===== src/rtl/board_irq_expander.sv =====
module board_irq_expander #(
  parameter int ADDR_W = 8
) (
  input  logic              clk,
  input  logic              rst_n,
  input  logic [15:0]       src_i,
  input  logic [ADDR_W-1:0] addr_i,
  input  logic              rd_en_i,
  input  logic              wr_en_i,
  input  logic [15:0]       wdata_i,
  output logic [15:0]       rdata_o,
  output logic              irq_o
);

  localparam logic [ADDR_W-1:0] OFS_PEND = ADDR_W'(8'h16);
  localparam logic [ADDR_W-1:0] OFS_RAW  = ADDR_W'(8'h18);
  localparam logic [ADDR_W-1:0] OFS_SET  = ADDR_W'(8'h1A);
  localparam logic [ADDR_W-1:0] OFS_CLR  = ADDR_W'(8'h1C);

  logic [15:0] meta_q, lvl_q, pend_q, en_q;
  logic [15:0] pend_wipe, en_add, en_drop;

  assign pend_wipe = (wr_en_i && addr_i == OFS_PEND) ? wdata_i : 16'h0;
  assign en_add    = (wr_en_i && addr_i == OFS_SET)  ? wdata_i : 16'h0;
  assign en_drop   = (wr_en_i && addr_i == OFS_CLR)  ? wdata_i : 16'h0;

  always_ff @(posedge clk or negedge rst_n) begin
    if (!rst_n) begin
      meta_q <= 16'h0;
      lvl_q  <= 16'h0;
      pend_q <= 16'h0;
      en_q   <= 16'h0;
    end else begin
      meta_q <= src_i;
      lvl_q  <= meta_q;
      pend_q <= (pend_q & ~pend_wipe) | lvl_q;
      en_q   <= (en_q | en_add) & ~en_drop;
    end
  end

  always_comb begin
    rdata_o = 16'h0;
    if (rd_en_i) begin
      case (addr_i)
        OFS_PEND:         rdata_o = pend_q;
        OFS_RAW:          rdata_o = lvl_q;
        OFS_SET, OFS_CLR: rdata_o = en_q;
        default:          rdata_o = 16'h0;
      endcase
    end
  end

  assign irq_o = |(pend_q & en_q);

  AST_SET_TAKES: assert property (@(posedge clk) disable iff (!rst_n)
    (wr_en_i && addr_i == OFS_SET) |=> ((en_q & $past(wdata_i)) == $past(wdata_i)));
  AST_CLR_TAKES: assert property (@(posedge clk) disable iff (!rst_n)
    (wr_en_i && addr_i == OFS_CLR) |=> ((en_q & $past(wdata_i)) == 16'h0));
  AST_HIGH_WINS: assert property (@(posedge clk) disable iff (!rst_n)
    (lvl_q != 16'h0) |=> ((pend_q & $past(lvl_q)) == $past(lvl_q)));
  AST_RO_IGNORED: assert property (@(posedge clk) disable iff (!rst_n)
    (wr_en_i && addr_i == OFS_RAW) |=> $stable(en_q));
  AST_FULL_MASK_OFF: assert property (@(posedge clk) disable iff (!rst_n)
    (wr_en_i && addr_i == OFS_CLR && wdata_i == 16'hFFFF) |=> !irq_o);
  AST_STICKY: assert property (@(posedge clk) disable iff (!rst_n)
    (!(wr_en_i && addr_i == OFS_PEND)) |=> ((pend_q & $past(pend_q)) == $past(pend_q)));

endmodule


===== config.mk =====
export PLATFORM = sky130hd
export DESIGN_NAME = board_irq_expander
export DESIGN_NICKNAME = d
export VERILOG_FILES = /design/src/rtl/board_irq_expander.sv
export SDC_FILE = /design/constraint.sdc
export NUM_CORES = 1
export LEC_CHECK = 0
export ABC_AREA = 1
export BUFFER_PORTS_ARGS = -buffer_cell sky130_fd_sc_hd__buf_4
export CAP_MARGIN = 30
export CORE_ASPECT_RATIO = 1.75
export CORE_MARGIN = 4
export CORE_UTILIZATION = 45
export CTS_BUF_LIST = sky130_fd_sc_hd__clkbuf_4
export CTS_CLUSTER_DIAMETER = 40
export DETAILED_ROUTE_END_ITERATION = 10
export GPL_TIMING_DRIVEN = 0
export MAX_ROUTING_LAYER = met4
export PLACE_DENSITY = 0.7
export SLEW_MARGIN = 10
export SYNTH_ARGS = -nofsm -noshare
export SYNTH_HDL_FRONTEND = slang
export SYNTH_SLANG_ARGS = --single-unit

===== constraint.sdc =====
create_clock -name clk -period 0.87 [get_ports clk]
set_input_delay 0.0435 -clock clk [delete_from_list [all_inputs] [get_ports clk]]
set_output_delay 0.0435 -clock clk [all_outputs]
set_load 0.005 [all_outputs]

==> Word level (Yosys, flattened, before mapping) <==
Cells that the tools add are included.
{ "word_totals": {"reg_bits": 64, "wordCells": 25} }
{ "classes": {"eq_ne": 4, "n_reduce_logical": 5, "bitwise_logic": 7, "n_mux": 5} }
{ "ops": {"columns": ["cell", "count"], "rows": [
  ["two-way mux 16 bit", 4],
  ["AND 16 bit", 3],
  ["one-hot mux 16 bit (3 select lines)", 1],
  ["equality test 8 x 5 -> 1 bit, second input constant", 4],
  ["inverter 16 bit", 2],
  ["OR 16 bit", 2],
  ["OR reduction 16 bit", 1],
  ["logical AND 1 bit", 3],
  ["OR reduction 2 bit", 1]
]} }

==> Logic depth before layout (Yosys ltp) <==
Gate-level depths: netlist (run 1).
{ "depth": {"word_depth": 6, "ltp_mapped": 8, "mapped_depth_nobuf": 8} }

==> Least setup slack after synthesis (run 1) <==
No wires, ideal clock.
{ "synth_timing": {"path_type": "input port to flip-flop", "start": "input port addr_i[5]", "end": "register en_q[10]", "stages": 7, "arrival_time_ns": 0.797, "slack_ns": -0.047, "required_ns": 0.750, "setup_time_ns": 0.120, "n_path_buf": 1, "cell_sequence": "inv_2 > nand2_2 > nor2_8 > nand3_1 > buf_2 > nor2_1 > a21oi_1"} }
{ "synth_between": {"elab_chain_len": 5} }
{ "synth_rtl": {"columns": ["element", "line", "text"], "rows": [
  ["start: declaration", "7", "input logic [ADDR_W-1:0] addr_i,"],
  ["equality test 8 x 5 -> 1 bit (on tied branches)", "24, 25", null],
  ["logical AND 1 bit (on tied branches)", "24, 25", null],
  ["two-way mux 16 bit (on tied branches)", "24, 25", null],
  ["OR 16 bit / inverter 16 bit (equally long branches)", "37", "en_q <= (en_q | en_add) & ~en_drop;"],
  ["AND 16 bit (*)", "37", null],
  ["end signal: assignment", "37", null],
  ["end: declaration", "20", "logic [15:0] meta_q, lvl_q, pend_q, en_q;"]
]} }
Mark *: on every way between the ends. The rest lies on a longest branch, timed or not.

==> Worst setup path after layout (run 1) <==
{ "layout_timing": {"start": "register en_q[14]", "end": "output port irq_o"} }
{ "layout_between": {"elab_chain_len": 2} }
{ "layout_rtl": {"columns": ["element", "line", "text"], "rows": [
  ["AND 16 bit", "53", "assign irq_o = |(pend_q & en_q);"],
  ["OR reduction 16 bit", "53", null],
  ["end: declaration", "12", "output logic irq_o"]
]} }
Every way passes these cells.

==> summary.md, run 1 <==
| Metric | Value |
|---|---|
| Cell count after synthesis | `between 300 and 400` |
| Post-synthesis simple-gate area fraction | `between 20% and 30%` |
| Outcome | `finished, violations left` |
| Max-Cap Viols | `0` |
| Total Power | `0.00597 W` |
| Post-Synthesis Cell Area | `between 0.002 and 0.003 sq mm` |
| Leading area contributor after synthesis | `dfrtp_1` |
| Largest family of logic cells by synthesized area | `simple AND/OR/NAND/NOR gates` |
| Antenna Nets Post-Route | `0` |
| Die height | `114 microns` |
| Compound-Gate Fraction of Synth Area | `a little under 8%` |
| Synth Area in Adders | `0%` |
| Final setup margin | `-660 ps` |
| Synth cell types | `19` |
| RSZ-0062 raised after global routing | `true` |
| Hpwl dp | `4930 microns` |
| Horiz. Die Dim | `roughly 70 microns` |
| Fillers | `about 530` |
| Final nets | `approximately 520` |
| Syn nets | `between 300 and 400` |
| Fin area | `between 0.004 and 0.005 sq mm` |
| Area share of the largest cell type after synthesis | `55.4%` |
| Row cnt | `38` |
| Worst hold stages | `4` |
| R2R Setup Slk | `around 30 ps` |
| Wirelength per Cell | `roughly 13 microns` |
| IO Count | `a little over 60` |
| Initial antenna violation count | `0` |
| Final setup skew | `8.17 ps` |
| Critical R2R Launch | `pend_q[14]$_DFF_PN0_` |
| Remaining Overflow, GRT | `0` |
| CTS Buffer Depth | `2` |
| Min Tclk post-route | `1530 ps` |
| F_max | `between 600 and 700 MHz` |
| DR vias/cell | `between 4 and 5` |
| WS Path Type | `flip-flop to output port` |
| FF+latch count, synth | `64` |
| Worst Tran Pin Value | `586 ps` |
| Hold Crit Endpoint | `en_q[3]$_DFF_PN0_` |
| CTS tree | `done` |
| Port bufs | `60` |
| Dpl cells | `between 400 and 500` |
| Layout cells sized above 1 | `between 20% and 30%` |
| Syn_area_per_cell | `8.17 sq um` |
| ANT cells | `0` |
| Post-Synth XOR/XNOR Area | `0%` |
| Final max-slew violation count | `0` |
| Routed via count | `between 2000 and 3000` |
| Min Hold Slack | `between 100 and 150 ps` |
| Mux cell area share after synthesis | `0%` |
| Top cells by area, synth | `dfrtp_1 55%, nand2_1 12%, inv_1 9.1%` |
| Fin cells | `around 560` |
| CP Launch Type | `flip-flop` |
| Leak pwr | `between 2 and 2.5 nW` |
| Worst-case reg-to-reg path depth | `4` |
| Ys Warns | `0` |
| Area after DPL | `0.00347 sq mm` |
| Area Overhead vs Synth | `45.7%` |
| Pre-Repair DR Iteration Count | `4` |
| # setup viols final | `17` |
| First-pass GRT wire length | `11900 microns` |
| Sink Count | `64` |
| Post-synthesis sequential area ratio | `between 50% and 60%` |
| Fin. Hold Viols | `0` |
| Peak supply drop | `just over 0.001 V` |
| Critical R2R Capture | `pend_q[14]$_DFF_PN0_` |
| Total GRT Usage | `roughly 22%` |
| CP endpoint kind | `output port` |
| Hold crit path type | `input pin to flip-flop` |
| Worst-Skew Late Latency | `around 420 ps` |
| Die ar. | `~0.008 sq mm` |
| Crit path arrival time | `1490 ps` |
| CP required | `830 ps` |
| DRC viols | `0` |
| Pin count of the biggest net entering global routing | `65` |
| Crit path max fanout | `2` |
| Pwr Density | `between 1000 and 1500 mW/mm^2` |
| Initial Utilization | `a little under half` |
| # H-tree levels | `3` |
| Routability cong. | `around 0.85` |
| Root Driver | `clkbuf_4` |
| Initial DRC count | `155` |
| Vias in the first global route | `2657` |
| Period utilisation layout | `176%` |
| Num CTS Buffers | `9` |
| Slew margin rel. | `60.9%` |
| Hold path startpoint | `wr_en_i` |
| Failing checks | `setup timing` |
| Worst-path clk slew | `110 ps` |
| Final WL | `7440 microns` |
| Core ar. | `a little over 0.006 sq mm` |
==> cells by family after synthesis <==
group,count (synthesis)
buffers and inverters,82
AO/OA/AOI/OAI,42
flip-flops,64
AND/OR/NAND/NOR,166
==> synthesized netlist by cell type (all sizes together) <==
cell type  instances
o21bai             6
nor2              23
nand3             34
o22ai              2
buf                8
nand2            100
nor3               7
a21oi             34
nand4              2
clkbuf             1
inv               73
dfrtp             64
==> worst max-delay path by stage <==
stage	slack, ps	startpoint	end	depth (start not counted)
2_1_floorplan	-20	addr_i[2]	rdata_o[10]	8
3_3_place_gp	-520	addr_i[5]	rdata_o[12]	10
3_5_place_dp	-540	addr_i[2]	rdata_o[12]	10
4_1_cts	-680	en_q[15]$_DFF_PN0_	irq_o	5
5_1_grt	-730	pend_q[14]$_DFF_PN0_	irq_o	5
6_report	-660	en_q[14]$_DFF_PN0_	irq_o	5
==> worst max-delay path, stage by stage, from the launching register on <==
cell,delay (ps)
dfrtp_1,400
nand2_1,80
nand4_1,110
nor3_2,230
nand3_1,110
buf_4,140
==> through the flow <==
step | utilization (%) | setup WS [ps] | setup TNS [ps]
after floorplan | - | -20.6 | -406
after global placement | 55.7 | -515 | -17170
after detailed placement | 55.7 | -540 | -17840
after CTS | 65.8 | -676 | -7930
after global routing | 67.7 | -726 | -9150
final | 67.7 | -660 | -7670
==> cell type report <==
class	count	area [sq um]	share of cell area (%)
Buffer	9	62.6	1.48
Clock buffer	9	67.6	1.60
Clock inverter	6	85.1	2.02
Inverter	73	279	6.62
Multi-Input combinational cell	208	1060	25.1
Sequential cell	64	1600	38.0
Tap cell	80	100	2.38
Timing Repair Buffer	114	958	22.7
==> flip-flops by register name, summed over array words and instances (netlist names) <==
register	count
en_q	16
lvl_q	16
meta_q	16
pend_q	16
==> layer usage <==
layer  routed length (microns)  part of all wire (%)  vias up  GRT usage (%)
met4                       210                   2.8        0           9.43
met5                         0                     0        -              -
li1                          -                     -     1335              -
met3                       346                   4.7       22           4.63
met2                      4050                    54       74           37.3
met1                      2830                    38     1239           22.9
==> cell usage in the layout (no fill, tap or decap) <==
| master | Yosys | final |
|---|---|---|
| a21oi_1 | 34 | 21 |
| a21oi_2 | 0 | 13 |
| buf_12 | 0 | 1 |
| buf_2 | 5 | 4 |
| buf_4 | 2 | 80 |
| buf_6 | 1 | 4 |
| bufinv_16 | 0 | 2 |
| clkbuf_2 | 0 | 1 |
| clkbuf_4 | 0 | 9 |
| clkinv_2 | 0 | 2 |
| clkinvlp_4 | 0 | 2 |
| dfrtp_1 | 64 | 64 |
| dlygate4sd3_1 | 0 | 33 |
| inv_1 | 70 | 67 |
| inv_2 | 3 | 5 |
| inv_6 | 0 | 1 |
| nand2_1 | 95 | 94 |
| nand2_2 | 5 | 2 |
| nand2_4 | 0 | 4 |
| nand3_1 | 34 | 31 |
| nand3_2 | 0 | 3 |
| nand4_1 | 2 | 2 |
| nor2_1 | 18 | 17 |
| nor2_2 | 1 | 1 |
| nor2_4 | 3 | 4 |
| nor2_8 | 1 | 1 |
| nor3_1 | 7 | 6 |
| nor3_2 | 0 | 1 |
| o21bai_1 | 6 | 6 |
| o22ai_1 | 2 | 2 |
==> power breakdown <==
part / switching, W / total (W) / leakage, nW / internal [W]
sequential: 0.0000605 / 0.00314 / 0.658 / 0.00308
combinational: 0.000285 / 0.000602 / 1.48 / 0.000317
clock: 0.00108 / 0.00222 / 0.0778 / 0.00114
==> repair_timing <==
| item | 4_1_cts | 5_1_grt |
|---|---|---|
| pin swaps | 7 | 13 |
| hold endpoints to repair | 111 | 0 |
| endpoints found under the setup margin | 17 | 98 |
| gates resized for setup | 17 | 8 |
| hold buffers | 33 | 0 |
| setup buffers | 10 | 11 |
Power figures use the tool's default switching activity.
==> run 2: changes to the inputs <==
- TNS_END_PERCENT: not set -> 50
==> summary.md, run 2 (synthesis results as in run 1) <==
| Metric | Value |
|---|---|
| Antenna Nets Post-Route | `0 (unchanged)` |
| Sink Count | `64 (unchanged)` |
| IO Count | `61 (unchanged)` |
| Critical R2R Capture | `pend_q[14]$_DFF_PN0_` |
| Worst setup endpoint | `irq_o` |
| Hpwl dp | `4930 microns (unchanged)` |
| WS Path Type | `flip-flop to output port` |
| Worst Tran Pin Value | `592 ps (+5.76 ps)` |
| Row cnt | `38 (unchanged)` |
| Initial DRC count | `173 (+12%)` |
| DRC viols | `0 (unchanged)` |
| Worst-case reg-to-reg path depth | `4 (unchanged)` |
| CTS Buffer Depth | `2 (unchanged)` |
| Min Tclk post-route | `1530 ps (-2.25 ps)` |
| Die height | `114 microns (unchanged)` |
| ANT cells | `0 (unchanged)` |
| Peak supply drop | `0.00102 V (about the same)` |
| Final setup skew | `5.03 ps (-3.13 ps)` |
| Pwr Density | `1410 mW/mm^2 (-0.14%)` |
| # H-tree levels | `3 (unchanged)` |
| Period utilisation layout | `176% (-0.26 points)` |
| Die ar. | `0.00782 sq mm (unchanged)` |
| Initial Utilization | `46.4% (unchanged)` |
| Final setup margin | `-657 ps (+2.25 ps)` |
| CP Launch Type | `flip-flop` |
| Post-place setup slack | `-540 ps (unchanged)` |
| Final WL | `7440 microns (about the same)` |
| Port bufs | `60 (unchanged)` |
| Met3 wire len | `337 microns (-2.6%)` |
| R2R Setup Slk | `10 ps (-20 ps)` |
| Worst path slowest cell | `dfrtp_1` |
| Pre-Repair DR Iteration Count | `4 (unchanged)` |
| Wirelength per Cell | `13.2 microns (+0.23%)` |
| # setup viols final | `17 (unchanged)` |
| F_max | `655 MHz (+0.15%)` |
| Vias in the first global route | `2648 (-0.34%)` |
| Crit path cell chain | `nand2_1 > nand4_1 > nor3_2 > nand3_1 > buf_4` |
| Fin cells | `562 (-0.18%)` |
| Leak pwr | `2.21 nW (-0.22%)` |
| Outcome | `finished, violations left` |
| Total GRT Usage | `21.6% (-0.082 points)` |
| Remaining Overflow, GRT | `0 (unchanged)` |
| Max layer used | `met4` |
| CP required | `830 ps (about the same)` |
| Initial antenna violation count | `0 (unchanged)` |
| Final nets | `522 (-0.19%)` |
| Max-Cap Viols | `0 (unchanged)` |
| Root Driver | `clkbuf_4` |
| Crit path max fanout | `2 (unchanged)` |
| First-pass GRT wire length | `11900 microns (-0.41%)` |
| Crit path arrival time | `1480 ps (about the same)` |
| Final Util | `67.5% (-0.12 points)` |
| Area Overhead vs Synth | `45.5%` |
| Layout cells sized above 1 | `28.8% (-0.15 points)` |
| Core ar. | `0.00623 sq mm (unchanged)` |
| RSZ-0062 raised after global routing | `true` |
| Slew margin rel. | `60.6% (-0.38 points)` |
| CTS tree | `done` |
| Pin count of the biggest net entering global routing | `65 (unchanged)` |
| Final max-slew violation count | `0 (unchanged)` |
| Num CTS Buffers | `9 (unchanged)` |
| Worst-path clk slew | `100 ps (about the same)` |
| Routed via count | `2664 (-0.22%)` |
| Routability cong. | `0.846 (unchanged)` |
| Horiz. Die Dim | `68.6 microns (unchanged)` |
| Fin. Hold Viols | `0 (unchanged)` |
| Max incr delay on CP | `410 ps (about the same)` |
| CP endpoint kind | `output port` |
| Hold crit path type | `input pin to flip-flop` |
| Wire length on met1 | `2810 microns (-0.85%)` |
| Most common cell after layout, fill and taps aside | `nand2_1` |
| CP startpoint | `en_q[14]$_DFF_PN0_` |
| Most frequent cells in the layout | `94 x nand2_1, 79 x buf_4, 67 x inv_1, 64 x dfrtp_1, 33 x dlygate4sd3_1` |
| Worst-Skew Late Latency | `410 ps (about the same)` |
| Failing checks | `setup timing` |
| Min Hold Slack | `114 ps (+7.36 ps)` |
| Critical R2R Launch | `pend_q[14]$_DFF_PN0_` |
| Routed length on met2 | `4060 microns (+0.27%)` |
| DR vias/cell | `4.74 (about the same)` |
| Dpl cells | `494 (unchanged)` |
-- run 2: cell count changes in the layout (fill, tap and decap cells not counted), sizes merged --
cell	previous run	this run
buf	89	88
-- run 2: worst min path at each step --
| stage | slack [ps] | cells past startpoint | from | end |
|---|---|---|---|---|
| finish | 110 | 4 | wr_en_i | en_q[3]$_DFF_PN0_ |
| detailed placement | 150 | 1 | src_i[14] | meta_q[14]$_DFF_PN0_ |
| floorplan | -250 | 0 | rst_n | en_q[0]$_DFF_PN0_ |
| CTS | 100 | 4 | wr_en_i | en_q[3]$_DFF_PN0_ |
| global route | 110 | 4 | wr_en_i | en_q[3]$_DFF_PN0_ |
| global placement | 150 | 1 | src_i[1] | meta_q[1]$_DFF_PN0_ |
-- run 2: area by class of cell --
cell class	instances	area (sq um)
plain buffers	9	62.6
clock buffers	9	67.6
clock inverters	6	85.1
fillers	525	2020
inverters	73	279
multi-input cells	208	1060
flip-flops and latches	64	1600
well taps	80	100
repair buffers	113	951
-- run 2: critical path, delay by kind of cell (launching register included) --
kind	cells	cell delay [ps]
flip-flops	1	410
buffers and inverters	1	140
AND/OR/NAND/NOR	4	520
-- run 2: power by group --
group / switching (W) / leakage, nW / internal [W]
Sequential: 0.0000604 / 0.658 / 0.00308
Clock: 0.00107 / 0.0778 / 0.00114
Combinational: 0.000284 / 1.47 / 0.000314
Total: 0.00141 / 2.21 / 0.00454
-- run 2: stage by stage --
stage          power, W  TNS [ps]  instance area [sq um]
2_1_floorplan   0.00335      -406                   2920
3_3_place_gp    0.00363    -17170                   3470
3_5_place_dp    0.00364    -17840                   3470
4_1_cts         0.00600     -7940                   4080
5_1_grt         0.00623     -9170                   4210
6_report        0.00595     -7580                   4210
-- run 2: timing repair --
action,in CTS,in global routing
gates cloned,0,0
pin swaps,6,14
setup buffers,8,12
hold buffers,33,0
hold endpoints to repair,111,0
endpoints found under the setup margin,17,98
gates resized for setup,17,8
-- run 2: metal layers --
| layer | up-vias | GRT usage, % |
|---|---|---|
| met5 | - | - |
| met4 | 0 | 9.43 |
| met3 | 22 | 4.63 |
| met2 | 66 | 37.1 |
| met1 | 1245 | 22.9 |
| li1 | 1331 | - |
==> run 3: changes to the inputs <==
- ABC_AREA: 1 -> not set
==> summary.md, run 3 <==
| Metric | Value |
|---|---|
| Outcome | `finished, violations left` |
| Failing checks | `hold timing, setup timing` |
| Total Power | `0.00649 W (+9.2%)` |
| # setup viols final | `44 (+27)` |
| IO Count | `61 (unchanged)` |
| CTS tree | `done` |
| Crit path max fanout | `3 (+1)` |
| Final max-slew violation count | `0 (unchanged)` |
| Ys Warns | `0 (unchanged)` |
| Row cnt | `38 (unchanged)` |
| Top cells by area, synth | `dfrtp_1 54%, o41ai_2 5.5%, a41oi_1 4.5%` |
| Wirelength per Cell | `22.4 microns (+69%)` |
| First-pass GRT wire length | `14100 microns (+19%)` |
| Root Driver | `clkbuf_4` |
| Final nets | `414 (-21%)` |
| Initial antenna violation count | `0 (unchanged)` |
| Syn nets | `288 (-28%)` |
| Core ar. | `0.00628 sq mm (+0.76%)` |
| Fin area | `0.00476 sq mm (+13%)` |
| Post-place setup slack | `-893 ps (-353 ps)` |
| F_max | `578 MHz (-12%)` |
| Die ar. | `0.00794 sq mm (+1.5%)` |
| Hold path startpoint | `addr_i[5]` |
| Final setup margin | `-859 ps (-202 ps)` |
| Crit path arrival time | `1690 ps (+210 ps)` |
| Port bufs | `57 (-5.0%)` |
| Post-synthesis sequential area ratio | `54.5% (-0.90 points)` |
| Max-Cap Viols | `0 (unchanged)` |
| FF/Latch Area | `0.00161 sq mm (+0.31%)` |
| FF+latch count, synth | `64 (unchanged)` |
| Area after DPL | `0.00354 sq mm (+2.0%)` |
| Worst-path clk slew | `110 ps (about the same)` |
| Setup_tns | `-14490 ps (-6910 ps)` |
| Leading area contributor after synthesis | `dfrtp_1` |
| WS Path Type | `flip-flop to output port` |
| Final setup skew | `12.0 ps (+6.92 ps)` |
| Worst-Skew Late Latency | `420 ps (about the same)` |
| Synth top cells by count | `64 x dfrtp_1, 18 x nand2_1, 18 x nand4_1` |
| CTS Buffer Depth | `2 (unchanged)` |
| Leak pwr | `2.17 nW (-1.9%)` |
| Fillers | `405 (-23%)` |
| # H-tree levels | `3 (unchanged)` |
| CP Launch Type | `flip-flop` |
| Largest family of logic cells by synthesized area | `compound AO/OA/AOI/OAI gates` |
| Period utilisation layout | `199% (+23 points)` |
| Final WL | `10200 microns (+37%)` |
| Critical R2R Launch | `en_q[14]$_DFF_PN0_` |
| Main synth FF type | `dfrtp_1` |
| Cell count after synthesis | `244 (-31%)` |
| Routed via count | `2901 (+8.9%)` |
| Remaining Overflow, GRT | `0 (unchanged)` |
| DR vias/cell | `6.38 (+35%)` |
| Area share of the largest cell type after synthesis | `54.5% (-0.90 points)` |
| Post-Synthesis Cell Area | `0.00294 sq mm (+1.6%)` |
| Peak supply drop | `0.00137 V (+34%)` |
| Pre-Repair DR Iteration Count | `7 (+3)` |
| Antenna Nets Post-Route | `0 (unchanged)` |
| Pwr Density | `1360 mW/mm^2 (-3.6%)` |
| Synth cell types | `34 (+15)` |
| Total GRT Usage | `24.1% (+2.6 points)` |
| Hold Crit Endpoint | `pend_q[1]$_DFF_PN0_` |
| Post-Synth XOR/XNOR Area | `0.298% (+0.30 points)` |
| Number of flops mapped to enable cells by yosys | `0 (unchanged)` |
| Synth Area in Adders | `0% (unchanged)` |
| Slew margin rel. | `61.8% (+1.3 points)` |
| R2R Setup Slk | `-160 ps (-170 ps)` |
| Worst-case reg-to-reg path depth | `5 (+1)` |
| Vias in the first global route | `2731 (+3.1%)` |
| Fin. Hold Viols | `7 (+7)` |
| Routability cong. | `0.920 (+8.7%)` |
| Hpwl dp | `5880 microns (+19%)` |
| CP endpoint kind | `output port` |
| Die height | `115 microns (+0.76%)` |
| Critical R2R Capture | `en_q[14]$_DFF_PN0_` |
| Multi-input logic area | `0.00164 sq mm (+55%)` |
| Syn_area_per_cell | `12.0 sq um (+47%)` |
| Min Tclk post-route | `1730 ps (+202 ps)` |
| Horiz. Die Dim | `69.1 microns (+0.72%)` |
| RSZ-0062 raised after global routing | `true` |
| CP required | `830 ps (about the same)` |
| Sink Count | `64 (unchanged)` |
| Most common cell after layout, fill and taps aside | `buf_4` |
| Worst hold stages | `3 (-1)` |
| Most frequent cells in the layout | `69 x buf_4, 60 x dfrtp_1, 33 x dlygate4sd3_1, 18 x nand4_1` |
| Min Hold Slack | `-74.9 ps (-189 ps)` |
| DRC viols | `0 (unchanged)` |
| Initial DRC count | `357 (+110%)` |
| Post-synthesis simple-gate area fraction | `13.9% (-11 points)` |
| Compound-Gate Fraction of Synth Area | `26.1% (+18 points)` |
| Mux cell area share after synthesis | `0% (unchanged)` |
| Area Overhead vs Synth | `62.0%` |
| ANT cells | `0 (unchanged)` |
| Ys async rst share | `100% (unchanged)` |
| Worst Tran Pin Value | `573 ps (-19.0 ps)` |
| Most common cell in the netlist | `dfrtp_1` |
| Num CTS Buffers | `9 (unchanged)` |
| Layout cells sized above 1 | `51.5% (+23 points)` |
| Pin count of the biggest net entering global routing | `65 (unchanged)` |
| Initial Utilization | `46.8% (+0.41 points)` |
| Hold crit path type | `input pin to flip-flop` |
==> run 3: power by group <==
part | switching (W) | internal (W) | total [W] | leakage (nW)
sequential | 0.0000788 | 0.00308 | 0.00316 | 0.727
combinational | 0.000531 | 0.000472 | 0.00100 | 1.35
clock | 0.00110 | 0.00123 | 0.00233 | 0.0871
==> run 3: worst max-delay path by stage <==
stage                            start              endpoint  cells past startpoint
floorplan                    addr_i[7]  pend_q[10]$_DFF_PN0_                      5
global placement             addr_i[7]            rdata_o[9]                      7
detailed placement           addr_i[7]            rdata_o[9]                      7
CTS                 en_q[14]$_DFF_PN0_                 irq_o                      4
global route        en_q[14]$_DFF_PN0_                 irq_o                      4
finish              en_q[14]$_DFF_PN0_                 irq_o                      4
==> run 3: layout make-up <==
type                       count  share of cell area [%]
multi-input combinational    155                    34.5
sequential                    64                    33.7
timing repair buffer         116                    22.1
buffer                        21                    3.81
tap                           80                    2.10
clock buffer                  11                    1.73
clock inverter                 5                    1.71
inverter                       3                   0.236
==> run 3: kinds of logic after synthesis <==
family | after synthesis
xor gates and xnor gates | 1
and+or+nand+nor | 62
DFF | 64
buffers and inverters | 26
AOI/OAI and AO/OA | 91
==> run 3: per-stage QoR <==
stage	util (%)	std cells
after floorplan	-	244
after global placement	56.4	381
final	75.9	455
after detailed placement	56.4	381
after global routing	75.9	455
after CTS	69.0	442
==> run 3: worst max-delay path: stages (launching register included) <==
cell      delay, ps
dfrtp_1         430
a22o_1          260
a221oi_2        250
nand4_1         160
buf_4           160
==> run 3: timing repair <==
action	CTS	global route
setup endpoints to repair	49	113
hold endpoints to repair	105	9
cloned	1	2
hold buffers	34	4
setup buffers	12	10
resized for setup	45	58
pin swaps	26	29
==> run 3: routing by layer <==
layer	share of wire [%]	vias to the layer above	GRT usage, %	wire [microns]
li1	-	1231	-	-
met1	36	1424	26.1	3630
met2	51	183	41.7	5200
met3	6.7	63	4.20	680
met4	6.7	0	13.4	680
met5	0	-	-	0
